==> config.mk <==
export PLATFORM = sky130hd
export DESIGN_NAME = sdh_irq_stat_top
export DESIGN_NICKNAME = d
export VERILOG_FILES = /design/src/rtl/sdh_irq_pkg.sv /design/src/rtl/sdh_stat_bank.sv /design/src/rtl/sdh_irq_merge.sv /design/src/rtl/sdh_irq_stat_top.sv
export SDC_FILE = /design/constraint.sdc
export NUM_CORES = 1
export LEC_CHECK = 0
export BUFFER_PORTS_ARGS = -buffer_cell sky130_fd_sc_hd__buf_4
export CAP_MARGIN = 20
export CORE_MARGIN = 1.5
export CORE_UTILIZATION = 55
export DETAILED_ROUTE_END_ITERATION = 12
export GPL_TIMING_DRIVEN = 0
export HOLD_SLACK_MARGIN = 0.06
export PLACE_DENSITY = 0.79
export SYNTH_ARGS = -nofsm -noshare
export SYNTH_HDL_FRONTEND = slang
export SYNTH_SLANG_ARGS = --single-unit
==> constraint.sdc <==
create_clock -name clk -period 1.75 [get_ports clk]
set_clock_uncertainty 0.1 [all_clocks]
set_input_delay 0.2625 -clock clk [delete_from_list [all_inputs] [get_ports clk]]
set_output_delay 0.2625 -clock clk [all_outputs]
set_load 0.01 [all_outputs]
==> src/rtl/sdh_irq_pkg.sv <==
package sdh_irq_pkg;
  localparam int REG_W  = 16;
  localparam int ADDR_W = 3;

  typedef enum logic [ADDR_W-1:0] {
    A_NSTAT  = 3'd0,
    A_ESTAT  = 3'd1,
    A_NSEN   = 3'd2,
    A_ESEN   = 3'd3,
    A_NIEN   = 3'd4,
    A_EIEN   = 3'd5,
    A_PSTATE = 3'd6,
    A_SWRST  = 3'd7
  } reg_addr_e;

  // latchable positions of each group
  localparam logic [REG_W-1:0] NORM_IMPL = 16'h413F;
  localparam logic [REG_W-1:0] ERR_IMPL  = 16'h057F;

  localparam int SUMMARY_BIT = 15;
  localparam int SWRST_BIT   = 8;
  localparam int PS_INHIBIT  = 0;
  localparam int PS_BUSY     = 1;
  localparam int PS_TX       = 8;
  localparam int PS_RX       = 9;
endpackage

==> src/rtl/sdh_stat_bank.sv <==
module sdh_stat_bank #(
  parameter int             W    = 16,
  parameter logic [W-1:0]   IMPL = '1
) (
  input  logic         clk,
  input  logic         rst,
  input  logic         soft_rst,
  input  logic         wr_stat,
  input  logic         wr_se,
  input  logic         wr_ie,
  input  logic [W-1:0] wdata,
  input  logic [W-1:0] ev,
  output logic [W-1:0] stat,
  output logic [W-1:0] se,
  output logic [W-1:0] ie
);
  logic [W-1:0] stat_d;

  // per bit: an enabled event sets, a written one clears, setting wins
  for (genvar i = 0; i < W; i++) begin : g_bit
    if (IMPL[i]) begin : g_live
      assign stat_d[i] = (ev[i] & se[i]) | (stat[i] & ~(wr_stat & wdata[i]));
    end else begin : g_tied
      assign stat_d[i] = 1'b0;
    end
  end

  always_ff @(posedge clk) begin
    if (rst || soft_rst) begin
      stat <= '0;
      se   <= '0;
      ie   <= '0;
    end else begin
      stat <= stat_d;
      if (wr_se) se <= wdata;
      if (wr_ie) ie <= wdata;
    end
  end
endmodule

==> src/rtl/sdh_irq_merge.sv <==
module sdh_irq_merge #(
  parameter int W = 16
) (
  input  logic         clk,
  input  logic         rst,
  input  logic         soft_rst,
  input  logic [W-1:0] n_view,
  input  logic [W-1:0] n_ie,
  input  logic [W-1:0] e_stat,
  input  logic [W-1:0] e_ie,
  output logic         irq
);
  logic pending;

  assign pending = (|(n_view & n_ie)) | (|(e_stat & e_ie));

  always_ff @(posedge clk) begin
    if (rst || soft_rst) irq <= 1'b0;
    else                 irq <= pending;
  end
endmodule

==> src/rtl/sdh_irq_stat_top.sv <==
module sdh_irq_stat_top
  import sdh_irq_pkg::*;
#(
  parameter int DATA_W = sdh_irq_pkg::REG_W,
  parameter int ADDR_W = sdh_irq_pkg::ADDR_W
) (
  input  logic              clk,
  input  logic              rst,
  input  logic              wr_en,
  input  logic [ADDR_W-1:0] wr_addr,
  input  logic [DATA_W-1:0] wr_data,
  input  logic [ADDR_W-1:0] rd_addr,
  output logic [DATA_W-1:0] rd_data,
  input  logic [DATA_W-1:0] ev_norm,
  input  logic [DATA_W-1:0] ev_err,
  input  logic              cmd_inhibit,
  input  logic              card_busy,
  input  logic              tx_active,
  input  logic              rx_active,
  output logic              irq
);
  localparam logic [DATA_W-1:0] N_MASK = DATA_W'(NORM_IMPL);
  localparam logic [DATA_W-1:0] E_MASK = DATA_W'(ERR_IMPL);

  logic              soft_rst;
  logic              wr_nstat, wr_estat, wr_nsen, wr_esen, wr_nien, wr_eien;
  logic [DATA_W-1:0] n_stat, n_se, n_ie;
  logic [DATA_W-1:0] e_stat, e_se, e_ie;
  logic [DATA_W-1:0] n_view;
  logic [DATA_W-1:0] ps_word;
  reg_addr_e         wa, ra;

  assign wa = reg_addr_e'(wr_addr);
  assign ra = reg_addr_e'(rd_addr);

  assign wr_nstat = wr_en && (wa == A_NSTAT);
  assign wr_estat = wr_en && (wa == A_ESTAT);
  assign wr_nsen  = wr_en && (wa == A_NSEN);
  assign wr_esen  = wr_en && (wa == A_ESEN);
  assign wr_nien  = wr_en && (wa == A_NIEN);
  assign wr_eien  = wr_en && (wa == A_EIEN);
  assign soft_rst = wr_en && (wa == A_SWRST) && wr_data[SWRST_BIT];

  sdh_stat_bank #(.W(DATA_W), .IMPL(N_MASK)) u_norm (
    .clk(clk), .rst(rst), .soft_rst(soft_rst),
    .wr_stat(wr_nstat), .wr_se(wr_nsen), .wr_ie(wr_nien),
    .wdata(wr_data), .ev(ev_norm),
    .stat(n_stat), .se(n_se), .ie(n_ie)
  );

  sdh_stat_bank #(.W(DATA_W), .IMPL(E_MASK)) u_err (
    .clk(clk), .rst(rst), .soft_rst(soft_rst),
    .wr_stat(wr_estat), .wr_se(wr_esen), .wr_ie(wr_eien),
    .wdata(wr_data), .ev(ev_err),
    .stat(e_stat), .se(e_se), .ie(e_ie)
  );

  always_comb begin
    n_view = n_stat;
    n_view[SUMMARY_BIT] = |e_stat;
  end

  sdh_irq_merge #(.W(DATA_W)) u_irq (
    .clk(clk), .rst(rst), .soft_rst(soft_rst),
    .n_view(n_view), .n_ie(n_ie), .e_stat(e_stat), .e_ie(e_ie),
    .irq(irq)
  );

  always_comb begin
    ps_word             = '0;
    ps_word[PS_INHIBIT] = cmd_inhibit;
    ps_word[PS_BUSY]    = card_busy;
    ps_word[PS_TX]      = tx_active;
    ps_word[PS_RX]      = rx_active;
  end

  always_ff @(posedge clk) begin
    if (rst) begin
      rd_data <= '0;
    end else begin
      case (ra)
        A_NSTAT:  rd_data <= n_view;
        A_ESTAT:  rd_data <= e_stat;
        A_NSEN:   rd_data <= n_se;
        A_ESEN:   rd_data <= e_se;
        A_NIEN:   rd_data <= n_ie;
        A_EIEN:   rd_data <= e_ie;
        A_PSTATE: rd_data <= ps_word;
        default:  rd_data <= '0;
      endcase
    end
  end
endmodule

# Yosys cells after proc, flatten, opt, wreduce, memory -nomap -nowiden
# Index checks and enable logic that the tools add are counted.
[totals]
in_bits = 61
register_bits = 105
[op_classes]
n_bitwise = 88
n_reduce_logical = 14
eq_ne = 12
mux = 1
[ops]
columns = ["cell", "count"]
rows = [
  ["one-hot mux 16 bit (7 select lines)", 1],
  ["AND 1 bit", 51],
  ["OR reduction 16 bit", 3],
  ["AND 16 bit", 2],
  ["equality test 3 bit, second input constant", 6],
  ["bitwise OR 1 bit", 18],
  ["NOT 1 bit", 17],
  ["equality test 3 x 2 -> 1 bit, second input constant", 4],
  ["logical AND 1 bit", 8],
  ["equality test 3 x 1 -> 1 bit, second input constant", 2],
  ["logical NOT 3 bit", 2],
  ["logical OR 1 bit", 1],
]

# Depth between registers and ports, before layout
[depth]
word_depth = 6
mapped_depth = 7
depth_no_buf = 4

# Cells and area by module
# A second synthesis with hierarchy kept.
[unflattened]
hier_cells = 469
hier_area_um2 = 4763.3
[modules_own_cells]
columns = ["mod", "instances", "cells_per_inst", "area_each_um2", "seq_area_each_um2"]
rows = [
  ["sdh_stat_bank (u_err)", 1, 151, 1629.1, 820.8],
  ["sdh_stat_bank (u_norm)", 1, 148, 1594.0, 800.8],
  ["sdh_irq_stat_top", 1, 147, 1358.8, 320.3],
  ["sdh_irq_merge", 1, 23, 181.4, 20.0],
]

# Worst setup path before layout
# No wires, ideal clock.
[synth_timing]
path_kind = "input to register"
startpoint = "in wr_addr[1]"
endpoint = "reg u_norm.stat[14]"
slack_ns = 0.356
arrival_ns = 1.177
required_ns = 1.533
stages = 5
setup_ns = 0.117
path_cell_list = "buf_4 -> nor4b_2 -> nand2_1 -> a22oi_1 -> nor2_1"
[synth_between]
elab_chain_len = 6
word_cells_on_any_way = 10
[synth_lines]
columns = ["item", "line_no", "text"]
rows = [
  ["start, declared", "sdh_irq_stat_top.sv:10", "input logic [ADDR_W-1:0] wr_addr,"],
  ["logical NOT 3 bit", "sdh_irq_stat_top.sv:36", "assign wr_nstat = wr_en && (wa == A_NSTAT);"],
  ["logical AND 1 bit", "sdh_irq_stat_top.sv:36", ""],
  ["AND 1 bit", "sdh_stat_bank.sv:22", "assign stat_d[i] = (ev[i] & se[i]) | (stat[i] & ~(wr_stat & wdata[i]));"],
  ["NOT 1 bit", "sdh_stat_bank.sv:22", ""],
  ["AND 1 bit", "sdh_stat_bank.sv:22", ""],
  ["bitwise OR 1 bit", "sdh_stat_bank.sv:22", ""],
  ["end signal, assigned", "sdh_stat_bank.sv:34", "stat <= stat_d;"],
  ["end, declared", "sdh_stat_bank.sv:13", "output logic [W-1:0] stat,"],
]
# Parallel ways exist; a longest one is shown, timed or not.
# A chain may end at the register's enable or synchronous reset.

# Worst setup path after layout
[layout_timing]
startpoint = "reg u_err.stat[0]"
endpoint = "reg u_irq.irq"
[layout_between]
elab_chain_len = 4
word_cells_on_any_way = 6
[layout_lines]
columns = ["item", "line_no", "text"]
rows = [
  ["start, declared", "sdh_stat_bank.sv:13", ""],
  ["start signal, assigned", "sdh_stat_bank.sv:34", ""],
  ["OR reduction 16 bit", "sdh_irq_stat_top.sv:60", "n_view[SUMMARY_BIT] = |e_stat;"],
  ["AND 16 bit", "sdh_irq_merge.sv:15", "assign pending = (|(n_view & n_ie)) | (|(e_stat & e_ie));"],
  ["OR reduction 16 bit", "sdh_irq_merge.sv:15", ""],
  ["bitwise OR 1 bit (*)", "sdh_irq_merge.sv:15", ""],
  ["end signal, assigned", "sdh_irq_merge.sv:19", "else irq <= pending;"],
  ["end, declared", "sdh_irq_merge.sv:11", "output logic irq"],
]
# Mark *: on every way between the ends. The rest lies on a longest branch, timed or not.

==> flow_metrics.env <==
export IMPL_antenna_found_initial=0
export IMPL_drc=0
export IMPL_final_cell_mix="nand2_1 (153), dfxtp_1 (98), a21oi_1 (71)"
export IMPL_cp_arrival_ns=1.82
export IMPL_power_density_mw_per_mm2=866
export IMPL_synth_warnings=0
export IMPL_drive_above_1_share_pct=21.5
export IMPL_gp_congestion=0.954
export IMPL_antennaDiodeCount=0
export IMPL_status="completed"
export IMPL_cts_buffers=9
export IMPL_synth_top_area_share_pct=47.6
export IMPL_avgSynthCellArea_um2=8.33
export IMPL_power_leakage_nw=1.83
export IMPL_routed_via_density=6.05
export IMPL_hold_depth=3
export IMPL_track_usage_pct=32.5
export IMPL_start_kind="register"
export IMPL_setup_violations=0
export IMPL_die_y_um=89.6
export IMPL_syn_inst=495
export IMPL_cts_root_buf="clkbuf_8"
export IMPL_required_ns=1.88
export IMPL_cp_max_fo=4
export IMPL_rr_worst_depth=4
export IMPL_cts_max_level=3
export IMPL_place_ws_ns=-0.139
export IMPL_cpMaxStageDelayCell="a2111oi_1"
export IMPL_finalMaxSlewViolations=0
export IMPL_worstPathCellList="nor4_1 -> nand3_1 -> a2111oi_1 -> a21oi_1"
export IMPL_cts_reportedPaths_clkPinSlew_ns=0.09
export IMPL_start_util_pct=56.8
export IMPL_slew_headroom_pct=31.7
export IMPL_period_minus_slack_ns=1.69
export IMPL_fin_ws_ns=0.0580
export IMPL_synth_largest_area_cell="dfxtp_1"
export IMPL_cts_buffer_depth=2
export IMPL_rows=31
export IMPL_whs_ns=0.0588
export IMPL_end_kind="register"
export IMPL_fin_cells=672
export IMPL_design_area_mm2=0.00493
export IMPL_cpPeakStageDelay_ns=0.44
export IMPL_coreArea_mm2=0.00725
export IMPL_grt_max_degree=16
export IMPL_synthesis_area_mm2=0.00412
export IMPL_tightestPinTransition_ns=1.02
export IMPL_seq_area_mm2=0.00196
export IMPL_hold_viol_final=0
export IMPL_final_antenna_net_count=0
export IMPL_vias=4064
export IMPL_dieArea_mm2=0.00802
export IMPL_syn_to_final_growth_pct=19.5
export IMPL_die_w_um=89.6
export IMPL_cts_setup_buffers=0
export IMPL_maxCapViolCount=0
export IMPL_crit_type="reg2reg"
export IMPL_mostFrequentLayoutCell="nand2_1"
export IMPL_nets=629
export IMPL_fin_crit_sh_pct=96.7
export IMPL_tritoncts="done"
export IMPL_place_area_mm2=0.00469
export IMPL_hp_class="in2reg"
export IMPL_dp_hpwl_um=8660
export IMPL_cts_sinks=98
export IMPL_nFillCells=593
export IMPL_grt_pass1_vias=3794
export IMPL_finalPower_mw=4.27
export IMPL_grt_pass1_wl_um=19100
export IMPL_synthTopCellsByArea="dfxtp_1 (48%), nand2_1 (14%), a21oi_1 (8.6%)"
export IMPL_dpl_cell_count=653
export IMPL_clock_latency_ns=0.36
export IMPL_fmax_ghz=0.591
export IMPL_postRouteWirelength_um=12600
export IMPL_ys_seq_area_share_pct=47.6
export IMPL_syn_num_nets=556
export IMPL_multi_input_comb_area_mm2=0.00196
export IMPL_portBuffers=59
export IMPL_routedWlPerCell_um=18.8
export IMPL_ys_ff_latch=98
export IMPL_num_io_pins=78
export IMPL_ys_types=40
export IMPL_drtPass1Iterations=6
export IMPL_overflow=0
export IMPL_ir_worst_vdd_mv=0.593
export IMPL_drt_iter0_markers=534
cells by family after synthesis:
family                 after synthesis  synth area share (%)
AOI/OAI and AO/OA                  134                  20.5
buffers and inverters               39                  4.89
DFF                                 98                  47.6
muxes                               19                  6.37
and+or+nand+nor                    205                  20.7
flip-flops by register name (all words and copies together), names as in the netlist:
name	flops
u_err.ie	16
u_norm.ie	16
u_irq.irq	1
u_err.se	16
u_err.stat	9
u_norm.se	16
rd_data	16
u_norm.stat	8
worst paths after layout:
check	start	to	slack, ns
max	u_err.stat[0]$_SDFF_PP0_	u_irq.irq$_SDFF_PP0_	0.06
min	ev_norm[3]	u_norm.stat[3]$_SDFF_PP0_	0.06
max reg2reg	u_err.stat[0]$_SDFF_PP0_	u_irq.irq$_SDFF_PP0_	0.06
min reg2reg	u_norm.se[9]$_SDFFE_PP0P_	u_norm.se[9]$_SDFFE_PP0P_	0.36
final cells by class:
| class | count | share of cell area [%] |
|---|---|---|
| Multi-Input combinational cell | 358 | 39.8 |
| Clock buffer | 12 | 3.15 |
| Timing Repair Buffer | 62 | 9.60 |
| Tap cell | 99 | 2.51 |
| Buffer | 37 | 3.94 |
| Sequential cell | 98 | 39.8 |
| Clock inverter | 4 | 1.02 |
| Inverter | 2 | 0.152 |
cell usage after synthesis, drive strengths merged:
master,count
a2111oi,1
a211oi,5
a21o,3
a21oi,71
a221oi,6
a222oi,2
a22o,2
a22oi,34
a31o,1
a32o,1
and2,1
and3,1
and3b,1
buf,30
clkbuf,7
dfxtp,98
inv,2
mux2,8
mux2i,6
mux4,5
nand2,153
nand3,6
nand3b,2
nor2,27
nor2b,8
nor3,2
nor4,1
nor4b,1
nor4bb,1
o21ai,2
o21bai,1
o22ai,2
o2bb2ai,3
or2,1
repair_timing:
action,4_1_cts,5_1_grt
endpoints found under the hold margin,3,0
setup endpoints to repair,0,1
hold buffers,3,0
resized for setup,0,1
critical path: cells and delay by family (launching register included):
kind / cells / cell delay [ns]
compound gates: 2 / 0.60
flops: 1 / 0.38
simple gates: 2 / 0.47
layer usage:
layer	vias up	part of all wire [%]	GRT usage, %
met5	-	0	0
met4	0	2.9	12.7
met3	38	9.0	4.94
met2	273	49	54.8
met1	1895	40	42.1
li1	1858	-	-
stage by stage:
stage	util, %	setup TNS, ns
2_1_floorplan	-	0
3_3_place_gp	64.7	-0.896
6_report	67.9	0
3_5_place_dp	64.7	-1.14
5_1_grt	67.9	-0.0118
4_1_cts	67.9	0
power breakdown:
part | leakage (nW) | switching, mW | total [mW] | internal (mW)
Sequential | 0.793 | 0.0308 | 2.31 | 2.27
Clock | 0.0986 | 0.783 | 1.52 | 0.738
Combinational | 0.938 | 0.262 | 0.441 | 0.179
Total | 1.83 | 1.08 | 4.27 | 3.19
(Power assumes the default switching activity.)
